**config.mk**
```make
export PLATFORM = sky130hd
export DESIGN_NAME = sfc_cmd_seq
export DESIGN_NICKNAME = d
export VERILOG_FILES = /design/src/rtl/sfc_pkg.sv /design/src/rtl/sfc_sck_gen.sv /design/src/rtl/sfc_seq.sv /design/src/rtl/sfc_cmd_seq.sv
export SDC_FILE = /design/constraint.sdc
export NUM_CORES = 1
export LEC_CHECK = 0
export ABC_AREA = 1
export BUFFER_PORTS_ARGS = -buffer_cell sky130_fd_sc_hd__buf_2
export CAP_MARGIN = 10
export CORE_MARGIN = 5
export CORE_UTILIZATION = 55
export DETAILED_ROUTE_END_ITERATION = 16
export HOLD_SLACK_MARGIN = 0.1
export PLACE_DENSITY = 0.77
export RECOVER_POWER = 100
export SETUP_SLACK_MARGIN = 0.2
export SLEW_MARGIN = 0
export SYNTH_ARGS = -nofsm -noshare
export SYNTH_HDL_FRONTEND = slang
export SYNTH_SLANG_ARGS = --single-unit
```
**constraint.sdc**
```tcl
create_clock -name clk_i -period 4.2 [get_ports clk_i]
set_clock_uncertainty 0.15 [all_clocks]
set_input_delay 0.84 -clock clk_i [delete_from_list [all_inputs] [get_ports clk_i]]
set_output_delay 0.84 -clock clk_i [all_outputs]
set_load 0.01 [all_outputs]
```
**src/rtl/sfc_pkg.sv**
```systemverilog
package sfc_pkg;
  localparam int REG_CMD  = 0;
  localparam int REG_ADDR = 1;
  localparam int REG_DATA = 2;
  localparam int REG_STAT = 3;
  localparam int REG_TIM  = 4;

  localparam int OPC_LSB  = 0;
  localparam int DIR_BIT  = 8;
  localparam int DLEN_LSB = 9;
  localparam int KEEP_BIT = 15;
  localparam int DUM_LSB  = 16;
  localparam int ALEN_LSB = 20;
  localparam int CS_LSB   = 24;

  localparam int PEND_BIT = 22;
  localparam int ERR_BIT  = 29;

  localparam int PER_LSB  = 0;
  localparam int RISE_LSB = 8;
  localparam int FALL_LSB = 12;
  localparam int SMP_LSB  = 16;
  localparam int TIM_W    = 20;

  typedef enum logic [1:0] {ST_IDLE, ST_SHIFT, ST_END} seq_st_e;
  typedef enum logic [2:0] {PH_OPC, PH_ADDR, PH_DUM, PH_DATA, PH_NONE} phase_e;

  typedef struct packed {
    logic [2:0] cs;
    logic       keep;
    logic [3:0] dum;
    logic [1:0] alen;
    logic [2:0] dlen;
    logic       wr;
    logic [7:0] opc;
  } cmd_t;

  // next non-empty phase after p
  function automatic phase_e next_ph(phase_e p, cmd_t c);
    logic a, d, x;
    a = (c.alen != 2'd0);
    d = (c.dum != 4'd0);
    x = (c.dlen != 3'd0);
    case (p)
      PH_OPC:  return a ? PH_ADDR : d ? PH_DUM : x ? PH_DATA : PH_NONE;
      PH_ADDR: return d ? PH_DUM : x ? PH_DATA : PH_NONE;
      PH_DUM:  return x ? PH_DATA : PH_NONE;
      default: return PH_NONE;
    endcase
  endfunction

  function automatic logic [3:0] ph_len(phase_e p, cmd_t c);
    case (p)
      PH_OPC:  return 4'd1;
      PH_ADDR: return {2'b00, c.alen};
      PH_DUM:  return c.dum;
      PH_DATA: return {1'b0, c.dlen};
      default: return 4'd0;
    endcase
  endfunction
endpackage

```
**src/rtl/sfc_sck_gen.sv**
```systemverilog
module sfc_sck_gen #(
  parameter int unsigned CNT_W = 4
) (
  input  logic             clk_i,
  input  logic             rst_ni,
  input  logic             run_i,
  input  logic [CNT_W-1:0] per_i,
  input  logic [CNT_W-1:0] rise_i,
  input  logic [CNT_W-1:0] fall_i,
  input  logic [CNT_W-1:0] smp_i,
  output logic             sck_o,
  output logic             fall_o,
  output logic             smp_o,
  output logic             last_o
);
  logic [CNT_W-1:0] cnt_q;
  logic [CNT_W-1:0] per_m1;

  // period 0 runs as 2 so SCK never stalls
  assign per_m1 = (per_i == '0) ? CNT_W'(1) : per_i - 1'b1;
  assign last_o = run_i && (cnt_q == per_m1);
  assign fall_o = run_i && (cnt_q == fall_i);
  assign smp_o  = run_i && (cnt_q == smp_i);

  always_ff @(posedge clk_i or negedge rst_ni) begin
    if (!rst_ni) begin
      cnt_q <= '0;
      sck_o <= 1'b1;
    end else if (!run_i) begin
      cnt_q <= '0;
      sck_o <= 1'b1;
    end else begin
      cnt_q <= last_o ? '0 : cnt_q + 1'b1;
      if (fall_o)                sck_o <= 1'b0;
      else if (cnt_q == rise_i)  sck_o <= 1'b1;
    end
  end

  AST_CELL_WRAP: assert property (@(posedge clk_i) disable iff (!rst_ni)
    last_o && run_i |=> !run_i || cnt_q == '0);
endmodule

```
**src/rtl/sfc_seq.sv**
```systemverilog
module sfc_seq
  import sfc_pkg::*;
(
  input  logic        clk_i,
  input  logic        rst_ni,
  input  logic        start_i,
  input  cmd_t        cmd_i,
  input  logic [23:0] addr_i,
  input  logic [31:0] wdata_i,
  input  logic        miso_i,
  input  logic        sck_i,
  input  logic        fall_i,
  input  logic        smp_i,
  input  logic        last_i,
  output logic        run_o,
  output logic        mosi_o,
  output logic        cs_on_o,
  output logic [2:0]  cs_sel_o,
  output logic        done_o,
  output logic        rd_done_o,
  output logic [31:0] rdata_o
);
  seq_st_e     st_q;
  phase_e      ph_q, ph_nxt, ph_first;
  cmd_t        cmd_q;
  logic [3:0]  left_q;
  logic [2:0]  bit_q;
  logic [1:0]  dbyte_q;
  logic [23:0] ash_q;
  logic [7:0]  rx_q, rx_nxt, cur_byte;
  logic [31:0] rbuf_q;
  logic        mosi_q, cs_on_q;
  logic [2:0]  cs_sel_q;
  logic        unused_seq;

  assign ph_nxt   = next_ph(ph_q, cmd_q);
  assign ph_first = cs_on_q ? next_ph(PH_OPC, cmd_i) : PH_OPC;
  assign rx_nxt   = smp_i ? {rx_q[6:0], miso_i} : rx_q;

  always_comb begin
    case (ph_q)
      PH_OPC:  cur_byte = cmd_q.opc;
      PH_ADDR: cur_byte = ash_q[23:16];
      PH_DATA: cur_byte = cmd_q.wr ? wdata_i[8*dbyte_q +: 8] : 8'h00;
      default: cur_byte = 8'h00;
    endcase
  end

  always_ff @(posedge clk_i or negedge rst_ni) begin
    if (!rst_ni) begin
      st_q     <= ST_IDLE;
      ph_q     <= PH_NONE;
      cmd_q    <= '0;
      left_q   <= '0;
      bit_q    <= '0;
      dbyte_q  <= '0;
      ash_q    <= '0;
      rx_q     <= '0;
      rbuf_q   <= '0;
      mosi_q   <= 1'b0;
      cs_on_q  <= 1'b0;
      cs_sel_q <= '0;
    end else begin
      case (st_q)
        ST_IDLE: if (start_i) begin
          cmd_q   <= cmd_i;
          ash_q   <= addr_i << {2'd3 - cmd_i.alen, 3'b000};
          dbyte_q <= '0;
          bit_q   <= '0;
          rbuf_q  <= '0;
          ph_q    <= ph_first;
          left_q  <= ph_len(ph_first, cmd_i);
          st_q    <= (ph_first == PH_NONE) ? ST_END : ST_SHIFT;
          if (!cs_on_q) begin
            cs_on_q  <= 1'b1;
            cs_sel_q <= cmd_i.cs;
          end
        end
        ST_SHIFT: begin
          rx_q <= rx_nxt;
          if (fall_i) mosi_q <= cur_byte[3'd7 - bit_q];
          if (last_i) begin
            bit_q <= bit_q + 1'b1;
            if (bit_q == 3'd7) begin
              if (ph_q == PH_ADDR) ash_q <= ash_q << 8;
              if (ph_q == PH_DATA) begin
                if (!cmd_q.wr) rbuf_q[8*dbyte_q +: 8] <= rx_nxt;
                dbyte_q <= dbyte_q + 1'b1;
              end
              if (left_q == 4'd1) begin
                ph_q   <= ph_nxt;
                left_q <= ph_len(ph_nxt, cmd_q);
                if (ph_nxt == PH_NONE) st_q <= ST_END;
              end else begin
                left_q <= left_q - 1'b1;
              end
            end
          end
        end
        default: begin
          st_q <= ST_IDLE;
          if (!cmd_q.keep) cs_on_q <= 1'b0;
        end
      endcase
    end
  end

  assign run_o     = (st_q == ST_SHIFT);
  assign mosi_o    = mosi_q;
  assign cs_on_o   = cs_on_q;
  assign cs_sel_o  = cs_sel_q;
  assign done_o    = (st_q == ST_END);
  assign rd_done_o = done_o && !cmd_q.wr && (cmd_q.dlen != 3'd0);
  assign rdata_o   = rbuf_q;
  assign unused_seq = ^cmd_q.cs;

  AST_MOSI_ON_FALL: assert property (@(posedge clk_i) disable iff (!rst_ni)
    !$stable(mosi_q) |-> !sck_i);
  AST_HELD_SKIPS_OPC: assert property (@(posedge clk_i) disable iff (!rst_ni)
    start_i && cs_on_q |=> ph_q != PH_OPC);
  AST_START_WHEN_IDLE: assert property (@(posedge clk_i) disable iff (!rst_ni)
    start_i |-> st_q == ST_IDLE);
endmodule

```
**src/rtl/sfc_cmd_seq.sv**
```systemverilog
module sfc_cmd_seq
  import sfc_pkg::*;
#(
  parameter int unsigned CS_LINES = 8,
  parameter int unsigned CNT_W    = 4
) (
  input  logic                clk_i,
  input  logic                rst_ni,
  input  logic                bus_sel_i,
  input  logic                bus_we_i,
  input  logic [2:0]          bus_idx_i,
  input  logic [31:0]         bus_wdata_i,
  output logic [31:0]         bus_rdata_o,
  output logic                sck_o,
  output logic                mosi_o,
  input  logic                miso_i,
  output logic [CS_LINES-1:0] cs_no
);
  logic [23:0]      addr_q;
  logic [31:0]      data_q;
  logic [TIM_W-1:0] tim_q;
  logic             pend_q, err_q;
  logic             wr_cmd, start;
  cmd_t             cmd_w;
  logic [2:0]       dl_raw, al_raw;
  logic             run, fall_p, smp_p, last_p;
  logic             seq_done, rd_done, cs_on;
  logic [2:0]       cs_sel;
  logic [31:0]      seq_rdata;
  logic             unused_bus;

  assign wr_cmd = bus_sel_i && bus_we_i && (bus_idx_i == 3'(REG_CMD));
  assign start  = wr_cmd && !pend_q;
  assign unused_bus = ^bus_wdata_i;

  always_comb begin
    dl_raw     = bus_wdata_i[DLEN_LSB +: 3];
    al_raw     = bus_wdata_i[ALEN_LSB +: 3];
    cmd_w.opc  = bus_wdata_i[OPC_LSB +: 8];
    cmd_w.wr   = bus_wdata_i[DIR_BIT];
    cmd_w.dlen = (dl_raw > 3'd4) ? 3'd4 : dl_raw;
    cmd_w.alen = (al_raw > 3'd3) ? 2'd3 : al_raw[1:0];
    cmd_w.dum  = bus_wdata_i[DUM_LSB +: 4];
    cmd_w.keep = bus_wdata_i[KEEP_BIT];
    cmd_w.cs   = bus_wdata_i[CS_LSB +: 3];
  end

  always_ff @(posedge clk_i or negedge rst_ni) begin
    if (!rst_ni) begin
      addr_q <= '0;
      data_q <= '0;
      tim_q  <= '0;
      pend_q <= 1'b0;
      err_q  <= 1'b0;
    end else begin
      if (bus_sel_i && bus_we_i) begin
        case (bus_idx_i)
          3'(REG_ADDR): addr_q <= bus_wdata_i[23:0];
          3'(REG_DATA): data_q <= bus_wdata_i;
          3'(REG_STAT): if (bus_wdata_i[ERR_BIT]) err_q <= 1'b0;
          3'(REG_TIM):  tim_q  <= bus_wdata_i[TIM_W-1:0];
          default: ;
        endcase
      end
      if (wr_cmd && pend_q) err_q <= 1'b1;
      if (rd_done) data_q <= seq_rdata;
      if (start)         pend_q <= 1'b1;
      else if (seq_done) pend_q <= 1'b0;
    end
  end

  always_comb begin
    bus_rdata_o = '0;
    case (bus_idx_i)
      3'(REG_ADDR): bus_rdata_o = {8'h00, addr_q};
      3'(REG_DATA): bus_rdata_o = data_q;
      3'(REG_STAT): begin
        bus_rdata_o[PEND_BIT] = pend_q;
        bus_rdata_o[ERR_BIT]  = err_q;
      end
      3'(REG_TIM):  bus_rdata_o[TIM_W-1:0] = tim_q;
      default: ;
    endcase
  end

  sfc_sck_gen #(.CNT_W(CNT_W)) u_sck (
    .clk_i  (clk_i),
    .rst_ni (rst_ni),
    .run_i  (run),
    .per_i  (tim_q[PER_LSB +: CNT_W]),
    .rise_i (tim_q[RISE_LSB +: CNT_W]),
    .fall_i (tim_q[FALL_LSB +: CNT_W]),
    .smp_i  (tim_q[SMP_LSB +: CNT_W]),
    .sck_o  (sck_o),
    .fall_o (fall_p),
    .smp_o  (smp_p),
    .last_o (last_p)
  );

  sfc_seq u_seq (
    .clk_i     (clk_i),
    .rst_ni    (rst_ni),
    .start_i   (start),
    .cmd_i     (cmd_w),
    .addr_i    (addr_q),
    .wdata_i   (data_q),
    .miso_i    (miso_i),
    .sck_i     (sck_o),
    .fall_i    (fall_p),
    .smp_i     (smp_p),
    .last_i    (last_p),
    .run_o     (run),
    .mosi_o    (mosi_o),
    .cs_on_o   (cs_on),
    .cs_sel_o  (cs_sel),
    .done_o    (seq_done),
    .rd_done_o (rd_done),
    .rdata_o   (seq_rdata)
  );

  for (genvar g = 0; g < CS_LINES; g++) begin : g_cs
    assign cs_no[g] = !(cs_on && (32'(cs_sel) == g));
  end

  AST_PEND_HOLDS: assert property (@(posedge clk_i) disable iff (!rst_ni)
    pend_q && !seq_done |=> pend_q);
  AST_DONE_CLEARS: assert property (@(posedge clk_i) disable iff (!rst_ni)
    seq_done |=> !pend_q);
  AST_BUSY_WRITE_ERR: assert property (@(posedge clk_i) disable iff (!rst_ni)
    wr_cmd && pend_q |=> err_q);
  AST_SCK_IDLE_HIGH: assert property (@(posedge clk_i) disable iff (!rst_ni)
    &cs_no |-> sck_o);
  AST_CS_ONEHOT: assert property (@(posedge clk_i) disable iff (!rst_ni)
    $onehot0(~cs_no));
  AST_READ_LATCH: assert property (@(posedge clk_i) disable iff (!rst_ni)
    rd_done |=> data_q == $past(seq_rdata));
endmodule

```
==> impl_metrics.ini <==
[synth]
synth.most_common_cell = nand2_1
synthTopCellsByArea = dfrtp_1, nand2_1, inv_1
yosysUniqueCellTypes = 47
seq_area_frac_synth_pct = 46.1
netlist_instances = 1355
yosys.area.top_type = dfrtp_1
syn_nets = 1404
synth_edf_count = 0
synthTopCellsByCount = nand2_1, dfrtp_1, inv_1
yosys_warnings = 0
synthFlopType = dfrtp_1
synth_area_mm2 = 0.0101
avgSynthCellArea_um2 = 7.42
synth.top_cell.area_share_pct = 45.5
synthArstFlopShare_pct = 100
ys_seq_elements = 185

[die]
num_io_pins = 82
dieWidth_um = 145
fp-row-count = 49
core-area_mm2 = 0.0180
die_y_um = 145
die-area_mm2 = 0.0211
initial_core_util_pct = 56.0

[clock_network]
cts_tree = built
clock_latency_ns = 0.45
clock_sink_count = 185
clk_pin_slew_ns = 0.07
cts_buffers = 17
ctsHoldBuffers = 0
cts_root_buf = clkbuf_16
cts_resized = 0
htree_levels = 4
post_cts_buffers = 0
cts_buffer_depth = 2

[routing]
num_vias = 9391
ant_nets = 0
routed-wl-met3_um = 2800
drtIter0Drc = 1043
firstDrtPassIters = 6
dr.max_layer_used = met4
met1_length_um = 12900
drc = 0
wl_met2_um = 13900
avgViaCountPerCell = 5.70
wl_per_cell_um = 18.8
drt_wl_total_um = 30900

[sta]
hold_viol = 0
tightest_slew_ns = 2.32
rsz0062_at_grt = false
fin_tns_setup_ns = 0
period_needed_ns = 3.64
slew_viol_final = 91
slew_headroom_pct = -54.4
finalCritPeriodShare_pct = 86.6
fmax_mhz = 275
layout_setup_ws_ns = 0.563
setup_viol = 0

[power_and_ir_drop]
power_frac_seq_pct = 44.1
clkPwrFrac_pct = 29.4
swShare_pct = 37.1
combPwrFrac_pct = 26.5
intPower_uw = 3260
p_switching_uw = 1920
total_leakage_power_uw = 0.00548
ir_drop_uv = 340
powerDensity_mw_per_mm2 = 470

[placement]
place_congestion = 1.06
dp.final_hpwl_um = 22600
dp_slack_ns = 0.987
portBuffers = 81

[critical_path]
crit_chain = clkbuf_1, nor3_1, clkbuf_1, inv_1, o221ai_1, clkbuf_1
arrival_ns = 2.65
path_max_fanout = 14
crit_top_cell = clkbuf_1
crit_path_start_kind = input pin
worstSetupEndpointType = output port
cp_slowest_stage_delay_ns = 0.52
path_class = input pin to output port
critical_path_required_ns = 3.21
cpMaxStageDelayCell = clkbuf_1

[final_layout]
finish.utilization_pct = 61.3
fill_cells = 1647
drive_gt1_share_pct = 7.97
area_growth_pct = 9.48
antenna_cells = 0
nets = 1455

[global_routing]
grt_usage_pct = 28.9
grt_antenna_before_repair = 0
first_global_vias = 8768
grt_pass1_wl_um = 48400
grt_max_degree = 92
overflow = 0

[job]
timing.max_cap.violations = 1

[worst_hold_path]
hp-class = flip-flop to flip-flop

[run_status]
violations = max-capacitance violations, max-slew violations
status = finished, violations left
## cell families after synthesis
group / count (synthesis) / synth area share [%]
buffers and inverters: 240 / 9.36
multiplexers: 2 / 0.224
flip-flops: 185 / 46.1
AO/OA/AOI/OAI: 314 / 17.4
AND/OR/NAND/NOR: 596 / 25.1
adder cells (fa/ha/maj): 9 / 1.12
XOR/XNOR: 9 / 0.784
## power groups by stage
stage / Combinational (µW) / Clock, µW / Sequential (µW)
finish: 1370 / 1520 / 2280
global route: 1540 / 1610 / 2300
CTS: 1400 / 1530 / 2270
detailed placement: 1390 / 0 / 2300
global placement: 1370 / 0 / 2300
floorplan: 1020 / 0 / 2200
## final cells by class
type	instances	area, µm²	share of cell area, %
clock buffer	17	425	3.86
inverter	182	699	6.35
sequential	185	4630	42.1
multi-input combinational	930	4440	40.3
clock inverter	14	116	1.06
tap	229	287	2.60
timing repair buffer	90	413	3.75
## state kept, by name, summed over array words and instances (netlist names), 2 cells and up
signal,flops
u_seq.ash_q,24
addr_q,24
data_q,32
u_seq.rx_q,8
u_seq.rdata_o,32
u_seq.st_q,2
u_seq.dbyte_q,2
tim_q,20
u_seq.bit_q,3
u_seq.cmd_q,19
u_sck.cnt_q,4
u_seq.cs_sel_o,3
u_seq.ph_q,3
u_seq.left_q,4
## metrics by stage
step	total power [µW]	hold WS, ns	std cells	instance area (µm²)
global route	5450	0.359	1647	11000
detailed placement	3690	0.324	1616	10600
finish	5170	0.338	1647	11000
CTS	5200	0.332	1647	11100
floorplan	3220	0.296	1355	10100
global placement	3660	0.313	1616	10600
## critical path, delay by kind of cell
kind                   cells  cell delay, ns
buffers and inverters      4            1.22
AOI/OAI and AO/OA          1            0.36
and+or+nand+nor            1            0.23
## routing by layer
layer | vias to the layer above | GRT usage, %
li1 | 4497 | -
met1 | 4340 | 40.3
met2 | 472 | 44.2
met3 | 82 | 5.99
met4 | 0 | 11.9
met5 | - | 0
## cells in the final DEF, fill, tap and decap left out, types with 3 or more instances in the layout
cell,Yosys,layout
clkinv_2,1,3
clkinvlp_4,0,3
inv_2,27,15
nor3_1,9,9
dfrtp_1,183,183
nand3_1,65,67
inv_1,151,162
xnor2_1,6,6
o221ai_1,18,18
o211ai_1,15,15
clkinv_4,2,4
nor2_1,111,112
inv_6,1,6
clkbuf_1,42,48
ha_1,9,9
xor2_1,3,3
buf_2,7,36
nand4_1,13,13
a31oi_1,3,3
nand2_2,8,4
o21ai_1,75,29
o21ai_0,88,137
nand3_4,4,4
buf_4,2,3
o22ai_1,4,4
nand2_1,372,377
a21oi_1,99,99
clkbuf_16,0,17
## worst paths after layout
path | start | to | slack (ns) | cells past startpoint
max in group asynchronous | rst_ni | u_seq.rdata_o[28]$_DFFE_PN0P_ | 1.23 | 2
worst min register to register | u_seq.ash_q[6]$_DFFE_PN0P_ | u_seq.ash_q[6]$_DFFE_PN0P_ | 0.34 | 2
worst min-delay path | u_seq.ash_q[6]$_DFFE_PN0P_ | u_seq.ash_q[6]$_DFFE_PN0P_ | 0.34 | 2
worst max-delay path | bus_idx_i[2] | bus_rdata_o[10] | 0.56 | 6
min in group asynchronous | rst_ni | u_seq.ash_q[14]$_DFFE_PN0P_ | 0.86 | 1
worst max register to register | u_seq.st_q[1]$_DFFE_PN0P_ | u_seq.rdata_o[24]$_DFFE_PN0P_ | 0.72 | 11
Note: power is estimated with default switching activity, not from simulation.
